## src/rtl/talker_pkg.sv

```systemverilog
// Package: shared widths and the sequencer microword type for the
// bus talker front end. Assumes DIO1 is bit 0 of every data-line vector.
package talker_pkg;
    localparam int DIO_W  = 8;   // data lines on the bus
    localparam int NIB_W  = 4;   // low nibble, DIO1..DIO4
    localparam int HI_W   = 3;   // sequencer-only bits, DIO5..DIO7
    localparam int ADDR_W = 4;   // compared lines DIO2..DIO5
    localparam int ADDR_LSB = 1; // DIO2 position
    localparam int DRIVEN_W = NIB_W + HI_W;

    typedef struct packed {
        logic [HI_W-1:0]  hi;
        logic [NIB_W-1:0] lo;
        logic             use_digit;
        logic             dac_hold;
    } char_word_t;
endpackage

```

## src/rtl/addr_match.sv

```systemverilog
// Module: compares the address field of the data lines with the configured
// address while ATN is high and registers the result. Assumes active-high
// lines and a synchronous active-low reset.
module addr_match
    import talker_pkg::*;
(
    input  logic              clk,
    input  logic              rst_n,
    input  logic              atn_i,
    input  logic [DIO_W-1:0]  dio_in_i,
    input  logic [ADDR_W-1:0] addr_cfg_i,
    input  logic              talk_always_i,
    output logic              addr_q_o,
    output logic              talk_o
);
    logic [ADDR_W-1:0] field_w;
    logic              hit_w;

    // Extract the compared field and compare it with the setting.
    always_comb begin
        field_w = dio_in_i[ADDR_LSB +: ADDR_W];
        hit_w   = (field_w == addr_cfg_i);
    end

    // Register the match only during ATN; hold otherwise.
    always_ff @(posedge clk) begin
        if (!rst_n)
            addr_q_o <= 1'b0;
        else if (atn_i)
            addr_q_o <= hit_w;
    end

    // The talk qualifier is the match or the talk-always setting.
    always_comb talk_o = addr_q_o | talk_always_i;
endmodule

```

## src/rtl/char_assemble.sv

```systemverilog
// Module: holds the sequencer character fields and builds the data-line
// value. The low nibble is either the stored constant or the live digit
// bus. Bits above DRIVEN_W are tied low. Synchronous active-low reset.
module char_assemble
    import talker_pkg::*;
(
    input  logic             clk,
    input  logic             rst_n,
    input  logic             load_i,
    input  char_word_t       word_i,
    input  logic [NIB_W-1:0] digit_i,
    output logic [DIO_W-1:0] data_o,
    output logic             dac_hold_o
);
    char_word_t word_q;

    // Capture the microword fields on a load strobe.
    always_ff @(posedge clk) begin
        if (!rst_n) begin
            word_q <= '{hi: '0, lo: '0, use_digit: 1'b0, dac_hold: 1'b1};
        end else if (load_i) begin
            word_q <= word_i;
        end
    end

    // Select the low-nibble source and place each field on its lines.
    always_comb begin
        data_o = '0;
        data_o[NIB_W-1:0] = word_q.use_digit ? digit_i : word_q.lo;
        data_o[NIB_W +: HI_W] = word_q.hi;
        dac_hold_o = word_q.dac_hold;
    end
endmodule

```

## src/rtl/bus_gate.sv

```systemverilog
// Module: applies ATN priority to the driver enables, DAV and DAC.
// It is purely combinational and assumes active-high ATN.
module bus_gate
    import talker_pkg::*;
(
    input  logic             atn_i,
    input  logic [DIO_W-1:0] data_i,
    input  logic             seq_dav_i,
    input  logic             seq_dac_i,
    input  logic             dac_hold_i,
    output logic [DIO_W-1:0] dio_o,
    output logic [DIO_W-1:0] dio_oe_o,
    output logic             dav_o,
    output logic             dav_oe_o,
    output logic             dac_o
);
    // Per-line enable: driven lines follow ATN, the rest stay off.
    for (genvar g = 0; g < DIO_W; g++) begin : g_oe
        if (g < DRIVEN_W) begin : g_drv
            assign dio_oe_o[g] = ~atn_i;
            assign dio_o[g]    = data_i[g];
        end else begin : g_off
            assign dio_oe_o[g] = 1'b0;
            assign dio_o[g]    = 1'b0;
        end
    end

    // DAV is silenced by ATN; DAC is pulled false while the hold flag is set.
    always_comb begin
        dav_oe_o = ~atn_i;
        dav_o    = seq_dav_i & ~atn_i;
        dac_o    = seq_dac_i & ~(atn_i & dac_hold_i);
    end
endmodule

```

## src/rtl/bus_talker_front.sv

```systemverilog
// Top: bus talker output and address matcher. It ties the address matcher,
// the character assembler and the ATN gate together. All lines are
// active-high; bus polarity conversion is done outside the block.
module bus_talker_front
    import talker_pkg::*;
(
    input  logic              clk,
    input  logic              rst_n,
    input  logic              atn_i,
    input  logic [DIO_W-1:0]  dio_in_i,
    input  logic [ADDR_W-1:0] addr_cfg_i,
    input  logic              talk_always_i,
    input  logic              seq_load_i,
    input  logic [HI_W-1:0]   seq_hi_i,
    input  logic [NIB_W-1:0]  seq_lo_i,
    input  logic              seq_use_digit_i,
    input  logic              seq_dac_hold_i,
    input  logic              seq_dav_i,
    input  logic              seq_dac_i,
    input  logic [NIB_W-1:0]  digit_i,
    output logic [DIO_W-1:0]  dio_o,
    output logic [DIO_W-1:0]  dio_oe_o,
    output logic              dav_o,
    output logic              dav_oe_o,
    output logic              dac_o,
    output logic              addr_q_o,
    output logic              talk_o
);
    char_word_t       word_w;
    logic [DIO_W-1:0] char_w;
    logic             hold_w;

    // Gather the flat sequencer inputs into one microword.
    always_comb begin
        word_w.hi        = seq_hi_i;
        word_w.lo        = seq_lo_i;
        word_w.use_digit = seq_use_digit_i;
        word_w.dac_hold  = seq_dac_hold_i;
    end

    addr_match u_match (
        .clk(clk), .rst_n(rst_n), .atn_i(atn_i), .dio_in_i(dio_in_i),
        .addr_cfg_i(addr_cfg_i), .talk_always_i(talk_always_i),
        .addr_q_o(addr_q_o), .talk_o(talk_o)
    );

    char_assemble u_char (
        .clk(clk), .rst_n(rst_n), .load_i(seq_load_i), .word_i(word_w),
        .digit_i(digit_i), .data_o(char_w), .dac_hold_o(hold_w)
    );

    bus_gate u_gate (
        .atn_i(atn_i), .data_i(char_w), .seq_dav_i(seq_dav_i),
        .seq_dac_i(seq_dac_i), .dac_hold_i(hold_w), .dio_o(dio_o),
        .dio_oe_o(dio_oe_o), .dav_o(dav_o), .dav_oe_o(dav_oe_o),
        .dac_o(dac_o)
    );
endmodule

```

## config.mk

```make
export PLATFORM = sky130hd
export DESIGN_NAME = bus_talker_front
export DESIGN_NICKNAME = d
export VERILOG_FILES = /design/src/rtl/talker_pkg.sv /design/src/rtl/addr_match.sv /design/src/rtl/char_assemble.sv /design/src/rtl/bus_gate.sv /design/src/rtl/bus_talker_front.sv
export SDC_FILE = /design/constraint.sdc
export NUM_CORES = 1
export LEC_CHECK = 0
export ABC_AREA = 1
export CAP_MARGIN = 20
export CORE_UTILIZATION = 30
export CTS_CLUSTER_DIAMETER = 80
export DETAILED_ROUTE_END_ITERATION = 8
export MAX_ROUTING_LAYER = met4
export PLACE_DENSITY = 0.78
export SYNTH_ARGS = -nofsm -noshare
export SYNTH_HDL_FRONTEND = slang
export SYNTH_SLANG_ARGS = --single-unit
```

## constraint.sdc

```tcl
create_clock -name clk -period 0.8 [get_ports clk]
set_input_delay 0.16 -clock clk [delete_from_list [all_inputs] [get_ports clk]]
set_output_delay 0.16 -clock clk [all_outputs]
set_load 0.005 [all_outputs]
```

==> metrics, run 1 <==
Port Buffer Count 46; Die Wd 46.60 um; antenna violations before repair 0; count of warnings emitted by yosys 0; largest net degree at the start of global routing 14; Initial DRC Count 6; vias in the first global route about 610; # IOs 53; critical path peak fanout 5; syn avg cell area 6.487 um2; die area 2172 um2; multi-input logic area 251.5 um2; share of cells above drive strength 1 33.80%; final worst path period need roughly 1100 ps; Leakage Power 0.5927 nW; Seq. cell area 210.2 um2; Max-cap violations 0; Total Nets Final 175; failing checks negative setup slack; crit path kind flip-flop to output port; Placed Cells about 160; clock insertion delay at the later pin of the skew report 260 ps; flops & latches, synth 10; clk_skew 0 ps; Synth-to-Final Area Change 89.10%; Post-Syn Area 596.8 um2; Final Cycle Share 142.6%; Setup Viol. Count Final 10; H-tree depth 1; most common cell after layout, fill and taps aside nand2_1; Rows 15; Fin Hold WS around 180 ps; antenna cells 0; Total GRT Usage 16.61%; f_max ~880 MHz; Clk pin slew, worst setup/hold paths 70 ps; post-layout util 62.64%; Seq/Total Area, Yosys 33.54%; DRC 0; post-DR vias/cell 4.162; cts hold-fix bufs 0; RSZ-0062 raised after global routing yes; fin cells 167; outcome finished, violations left; antenna-violating nets left 0; max-slew violations 0; final hold vios 0; slowest CP cell dfxtp_4; total grt overflow 0; GP Congestion 0.5742; CP Launch Type flip-flop; Total Wirelength around 1800 um; filler instances 176; Sinks on Clock Net 10; min-delay worst type input pin to flip-flop; HPWL Detailed 1220 um; clock root buffer clkbuf_4; Peak VDD IR approximately 0.9 mV; PD cells 1287 nW/um2; drt first pass iters 5; Setup WS post-layout -340.5 ps; Die Ht 46.60 um; first-pass GRT wire length 2456 um; DR WL/cell 10.75 um; CTS tree yes; vias between 600 and 700; crit end category output port; CP arrival 980 ps; slowest cell delay on critical path 370 ps; Syn Inst Count 92; post-synth cell types 15; WP data required 640 ps; Num CTS Buffers 3; Starting Density 33.12%; clock buffer depth 2; post-place setup slack -756.7 ps; Placeable Area 1802 um2; critical path, cell by cell buf_6, o21ai_1, buf_2; most frequent cells in the layout 17 x nand2_1, 15 x dlygate4sd2_1, 13 x inv_1, 13 x clkdlybuf4s50_1
metal layers:
| layer | share of wire, % | GRT usage (%) | vias to the layer above |
|---|---|---|---|
| li1 | - | - | 368 |
| met1 | 37 | 18.35 | 291 |
| met2 | 54 | 29.17 | 32 |
| met3 | 6.3 | 1.176 | 4 |
| met4 | 2.7 | 8.824 | 0 |
| met5 | 0 | - | - |
critical path, delay by kind of cell, from the launching register on:
family	cells	cell delay, ps
flip-flops	1	370
buffers and inverters	2	240
AO/OA/AOI/OAI	1	100
kinds of logic after synthesis:
logic type / share of synthesized area [%]
buf+inv: 28.09
compound gates: 16.98
flops: 33.54
simple gates: 20.75
other cells: 0.6283
path summary, 6_finish.rpt:
check	endpoint	from	slack, ps	cells after the start
hold reg to reg	u_char.word_q[5]	u_char.word_q[5]	470	2
hold / removal	u_match.addr_q_o	atn_i	180	3
setup reg to reg	u_char.word_q[1]	u_char.word_q[1]	20	3
setup / recovery	dio_o[1]	u_char.word_q[1]	-340	3
repair_timing:
item | CTS | global route
cloned | 0 | 1
resized for setup | 111 | 6
buffers inserted | 6 | 0
pin swaps | 7 | 0
setup endpoints to repair | 25 | 15
synthesized netlist by cell type:
library cell	count	area [um2]
nor2_1	11	41.29
or2_2	1	6.260
nand2_1	19	71.32
o21ai_2	1	8.760
inv_2	1	3.750
clkbuf_2	2	10.01
inv_1	14	52.55
buf_4	12	90.09
nand3_1	1	5.000
buf_6	1	11.26
a21boi_0	1	7.510
dfxtp_1	10	200.2
a21oi_1	5	25.02
o21ai_0	12	60.06
conb_1	1	3.750
area by class of cell:
type                            count  area share (%)
Sequential cell                    10           18.63
Multi-Input combinational cell     53           22.28
Inverter                           15           5.654
Tap cell                           25           2.772
Timing Repair Buffer               60           47.45
Clock buffer                        4           3.215
sequential cells by signal (all words and copies together), names as in the netlist:
signal,count
u_char.dac_hold_o,1
u_match.addr_q_o,1
u_char.data_o,3
u_char.word_q,5
metrics by stage:
stage               cell area [um2]  power [mW]  setup TNS, ps
floorplan                     600.6      0.7248              0
global placement               1033      0.9694         -13040
detailed placement             1033      0.9847         -14000
CTS                            1119       1.443          -2040
global route                   1129       1.536          -2409
finish                         1129       1.452          -2020
report_power, final:
part           leakage (nW)  switching, mW  internal, mW
clock                0.0210          0.183         0.276
sequential           0.0847         0.0206         0.535
combinational         0.487          0.167         0.272
total                 0.593          0.370          1.08
Note: power is estimated with default switching activity, not from simulation.
==> run 2, diff against run 1 <==
--- a/config.mk
+++ b/config.mk
@@ -12,6 +12,7 @@
 export DETAILED_ROUTE_END_ITERATION = 8
 export MAX_ROUTING_LAYER = met4
 export PLACE_DENSITY = 0.78
+export SKIP_CTS_REPAIR_TIMING = 1
 export SYNTH_ARGS = -nofsm -noshare
 export SYNTH_HDL_FRONTEND = slang
 export SYNTH_SLANG_ARGS = --single-unit
==> run 2 against run 1 <==
The run still ends with negative setup slack left. Cell area is 1.4% higher. Wire length is 0.72% lower. Power is 1.5% lower. Final cell count is 3.0% lower. Core utilization is 0.90 points higher. Sequential power hardly changed. Critical path depth is 1 lower. Die area stayed put. Sequential share of layout area is 0.26 points lower. Sequential cell count stayed put.
==> metrics, run 2 (synthesis gave the netlist of run 1 again) <==
outcome finished, violations left (unchanged); failing checks negative setup slack (unchanged); drt first pass iters 4 (was 5); Clk pin slew, worst setup/hold paths 70 ps (about the same); design area 1145 um2 (was 1129 um2); die area 2172 um2 (unchanged); Max-cap violations 0 (unchanged); total grt overflow 0 (unchanged); critical path peak fanout 9 (was 5); Sw Share 25.07% (was 25.48%); post-DR vias/cell 4.204 (was 4.162); GP Congestion 0.5742 (unchanged); Placeable Area 1802 um2 (unchanged); Setup WS post-layout -343.7 ps (was -340.5 ps); antenna cells 0 (unchanged); vias in the first global route 577 (was 614); hold path startpoint atn_i (unchanged); H-tree depth 1 (unchanged); clock insertion delay at the later pin of the skew report 260 ps (about the same); CTS tree yes (unchanged); Setup Viol. Count Final 10 (unchanged); Die Wd 46.60 um (unchanged); largest reg by FF count u_char.word_q (unchanged); f_max 874.4 MHz (was 876.8 MHz); CP arrival 980 ps (about the same); # IOs 53 (unchanged); final hold vios 0 (unchanged); P_int 1.072 mW (was 1.082 mW); PD cells 1249 nW/um2 (was 1287 nW/um2); clock buffer depth 2 (unchanged); fin cells 162 (was 167); R2R Path Start u_match.addr_q_o (was u_char.word_q[1]); vias 681 (was 695); Leakage Power 0.7409 nW (was 0.5927 nW); Placed Cells 156 (unchanged); logic gate share of total power 28.9% (was 30.2%); Synth-to-Final Area Change 91.82% (was 89.10%); Total Nets Final 170 (was 175); Starting Density 33.12% (unchanged); Initial DRC Count 6 (unchanged); largest net degree at the start of global routing 14 (unchanged); Critical path origin u_char.word_q[1] (unchanged); WP data required 640 ps (about the same); placed instance area 1033 um2 (unchanged); clock root buffer clkbuf_4 (unchanged); multi-input logic area 246.5 um2 (was 251.5 um2); HPWL Detailed 1220 um (unchanged); crit end category output port (unchanged); Rows 15 (unchanged); filler instances 166 (was 176); Total Power 1.430 mW (was 1.452 mW); DR WL/cell 11.01 um (was 10.75 um); RSZ-0062 raised after global routing yes (unchanged); Port Buffer Count 46 (unchanged); Total GRT Usage 15.89% (was 16.61%); max FFs per register 5 (unchanged); most common cell after layout, fill and taps aside dlymetal6s2s_1 (was nand2_1); Total Wirelength 1783 um (was 1796 um); R2R setup slack 70 ps (was 20 ps); min-delay worst type input pin to flip-flop (unchanged); share of cells above drive strength 1 27.01% (was 33.80%); max-slew violations 0 (unchanged); Peak VDD IR 0.8548 mV (was 0.9200 mV); Sinks on Clock Net 10 (unchanged); Clock Power Share 32.2% (was 31.6%); crit path kind flip-flop to output port (unchanged); sequential share of power 38.9% (was 38.2%); antenna-violating nets left 0 (unchanged); CP Launch Type flip-flop (unchanged); first-pass GRT wire length 2352 um (was 2456 um); final worst path period need 1144 ps (was 1141 ps); Die Ht 46.60 um (unchanged); Switch Pwr 0.3585 mW (was 0.3700 mW); antenna violations before repair 0 (unchanged); Num CTS Buffers 3 (unchanged); clk_skew 0 ps (unchanged); Final Cycle Share 143.0% (was 142.6%); most frequent cells in the layout 23 x dlymetal6s2s_1, 18 x nand2_1, 13 x inv_1, 13 x clkdlybuf4s50_1, 9 x nor2_1 (was 17 x nand2_1, 15 x dlygate4sd2_1, 13 x inv_1, 13 x clkdlybuf4s50_1); DRC 0 (unchanged); Seq. cell area 210.2 um2 (unchanged)
-- run 2: final cells by class --
type	count	area share, %
Timing Repair Buffer	55	49.07
Multi-Input combinational cell	53	21.53
Sequential cell	10	18.36
Inverter	15	5.137
Clock buffer	4	3.169
Tap cell	25	2.732
-- run 2: critical path: stages, from the launching register on --
cell	delay, ps
dfxtp_4	380
o21ai_0	190
dlymetal6s2s_1	160
-- run 2: layer usage --
layer  global-route usage (%)  vias up  routed length, um
met5                        -        -                  0
met4                    8.824        0                 14
met3                    1.176        2                128
met2                    27.22       30                969
met1                    17.97      295                670
li1                         -      354                  -
-- run 2: path summary, 6_finish.rpt --
| check | cells past startpoint | endpoint |
|---|---|---|
| worst min register to register | 2 | u_char.word_q[5] |
| worst min-delay path | 3 | u_match.addr_q_o |
| worst max register to register | 3 | u_match.addr_q_o |
| worst max-delay path | 2 | dio_o[3] |
-- run 2: power groups by stage --
stage	Combinational, mW	Sequential (mW)	Clock (mW)
after floorplan	0.172	0.553	0
after detailed placement	0.423	0.562	0
after CTS	0.425	0.550	0.461
after global placement	0.409	0.560	0
after global routing	0.457	0.561	0.491
final	0.414	0.557	0.460
-- run 2: per-stage QoR --
stage | setup WS (ps) | utilization (%) | TNS, ps | hold WS, ps
final | -343.7 | 63.54 | -1939 | 206.4
after global routing | -361.2 | 63.54 | -2319 | 204.8
after CTS | -780.3 | 59.38 | -13180 | 452.4
after detailed placement | -756.7 | 57.36 | -14000 | 441.5
after global placement | -674.0 | 57.36 | -13040 | 434.0
after floorplan | 26.36 | - | 0 | 253.8
==> run 3, diff against run 2 <==
--- a/config.mk
+++ b/config.mk
@@ -7,6 +7,7 @@
 export LEC_CHECK = 0
 export ABC_AREA = 1
 export CAP_MARGIN = 20
+export CORE_MARGIN = 10
 export CORE_UTILIZATION = 30
 export CTS_CLUSTER_DIAMETER = 80
 export DETAILED_ROUTE_END_ITERATION = 8
==> run 3 against run 2 <==
The flow still finishes with violations (negative setup slack). Final cell count grew 4.3%. Count of clock-buffer cells in the layout is the same. Highest routed layer unchanged. Power grew 1.7%. Fmax grew 5.1%.
==> metrics, run 3 (synthesis gave the netlist of run 1 again) <==
Setup Viol. Count Final 10 (unchanged); clock buffer depth 2 (unchanged); Rows 16 (was 15); CP Launch Type input pin (was flip-flop); DR WL/cell 13.30 um (was 11.01 um); outcome finished, violations left (unchanged); failing checks negative setup slack (unchanged); share of cells above drive strength 1 29.79% (was 27.01%); Switch Pwr 0.3665 mW (was 0.3585 mW); final hold vios 0 (unchanged); Setup WS post-layout -288.0 ps (was -343.7 ps); Die Ht 64.60 um (was 46.60 um); total grt overflow 0 (unchanged); Placeable Area 1922 um2 (was 1802 um2); die area 4173 um2 (was 2172 um2); drt first pass iters 3 (was 4); clock insertion delay at the later pin of the skew report 260 ps (about the same); GP Congestion 0.7440 (was 0.5742); f_max 919.1 MHz (was 874.4 MHz); largest net degree at the start of global routing 12 (was 14); vias 702 (was 681); hold path startpoint seq_load_i (was atn_i); vias in the first global route 698 (was 577); largest reg by FF count u_char.word_q (unchanged); filler instances 178 (was 166); Total GRT Usage 9.445% (was 15.89%); Critical path origin talk_always_i (was u_char.word_q[1]); H-tree depth 1 (unchanged); Num CTS Buffers 3 (unchanged); most common cell after layout, fill and taps aside dlymetal6s2s_1 (unchanged); clock root buffer clkbuf_4 (unchanged); max FFs per register 5 (unchanged); PD cells 1232 nW/um2 (was 1249 nW/um2); antenna violations before repair 1 (was 0); clk_skew 0 ps (unchanged); Max-cap violations 0 (unchanged); DRC 0 (unchanged); Fin Hold WS 200.2 ps (was 206.4 ps); WP data required 640 ps (about the same); Port Buffer Count 46 (unchanged); P_int 1.089 mW (was 1.072 mW); Clk pin slew, worst setup/hold paths 70 ps (about the same); logic gate share of total power 30.2% (was 28.9%); multi-input logic area 246.5 um2 (unchanged); Sinks on Clock Net 10 (unchanged); antenna-violating nets left 0 (unchanged); Sw Share 25.19% (was 25.07%); crit path kind input pin to output port (was flip-flop to output port); Leakage Power 0.7319 nW (was 0.7409 nW); post-DR vias/cell 4.154 (was 4.204); sequential share of power 38.3% (was 38.9%); Synth-to-Final Area Change 97.90% (was 91.82%); final worst path period need 1088 ps (was 1144 ps); CTS tree yes (unchanged); Peak VDD IR 0.9626 mV (was 0.8548 mV); Die Wd 64.60 um (was 46.60 um); first-pass GRT wire length 3063 um (was 2352 um); R2R Path Start u_match.addr_q_o (unchanged); Initial DRC Count 18 (was 6); RSZ-0062 raised after global routing yes (unchanged); max-slew violations 0 (unchanged); critical path peak fanout 1 (was 9); Seq. cell area 210.2 um2 (unchanged); Total Nets Final 174 (was 170); min-delay worst type input pin to flip-flop (unchanged); most frequent cells in the layout 20 x dlymetal6s2s_1, 19 x nand2_1, 14 x clkdlybuf4s50_1 (was 23 x dlymetal6s2s_1, 18 x nand2_1, 13 x inv_1, 13 x clkdlybuf4s50_1, 9 x nor2_1); crit end category output port (unchanged); Final Cycle Share 136.0% (was 143.0%); post-place setup slack -755.9 ps (was -756.7 ps); HPWL Detailed 1760 um (was 1220 um); Clock Power Share 31.6% (was 32.2%); Starting Density 31.05% (was 33.12%); # IOs 53 (unchanged); CP arrival 930 ps (was 980 ps); Total Wirelength 2248 um (was 1783 um)
## run 3: cell count changes in the layout (fill, tap and decap cells not counted), moves of 2 or more
cell and delta:
nor2_2 -2, nor2_1 +2, buf_4 +4, o21ai_0 -2
dlymetal6s2s_1 -3
## run 3: path summary, 6_finish.rpt
path / endpoint / slack (ps) / depth (start not counted)
setup reg to reg: u_match.addr_q_o / 60 / 3
hold reg to reg: u_char.data_o[4] / 490 / 2
hold / removal: u_char.dac_hold_o / 200 / 3
setup / recovery: talk_o / -290 / 3
## run 3: power by group through the flow
stage / Sequential (mW) / Clock [mW] / Combinational (mW)
CTS: 0.551 / 0.469 / 0.443
finish: 0.557 / 0.459 / 0.439
floorplan: 0.553 / 0 / 0.172
detailed placement: 0.562 / 0 / 0.442
global placement: 0.561 / 0 / 0.431
global route: 0.561 / 0.486 / 0.480
## run 3: layout make-up
class	count	area share, %
timing repair buffer	59	50.00
multi-input combinational	53	20.87
sequential	10	17.80
inverter	15	5.191
clock buffer	4	3.072
tap	27	2.860
antenna	1	0.2119
## run 3: critical path: stages
cell	delay, ps
clkdlybuf4s50_1	400
or2_4	250
buf_6	120
## run 3: per-layer routing
layer  share of wire [%]  track usage [%]
met1                  34            7.108
met3                 3.9            2.749
met4                0.18            3.743
met2                  62            19.83
met5                   0                -
## run 3: stage by stage
step           cell area, um2  cells  total power, mW  util [%]  TNS [ps]
3_3_place_gp             1059    161           0.9915     55.08    -13490
2_1_floorplan           600.6     93           0.7248         -         0
6_report                 1181    169            1.455     61.46     -1815
3_5_place_dp             1059    161            1.004     55.08    -14250
4_1_cts                  1095    165            1.463     56.97    -13220
5_1_grt                  1181    169            1.527     61.46     -2328
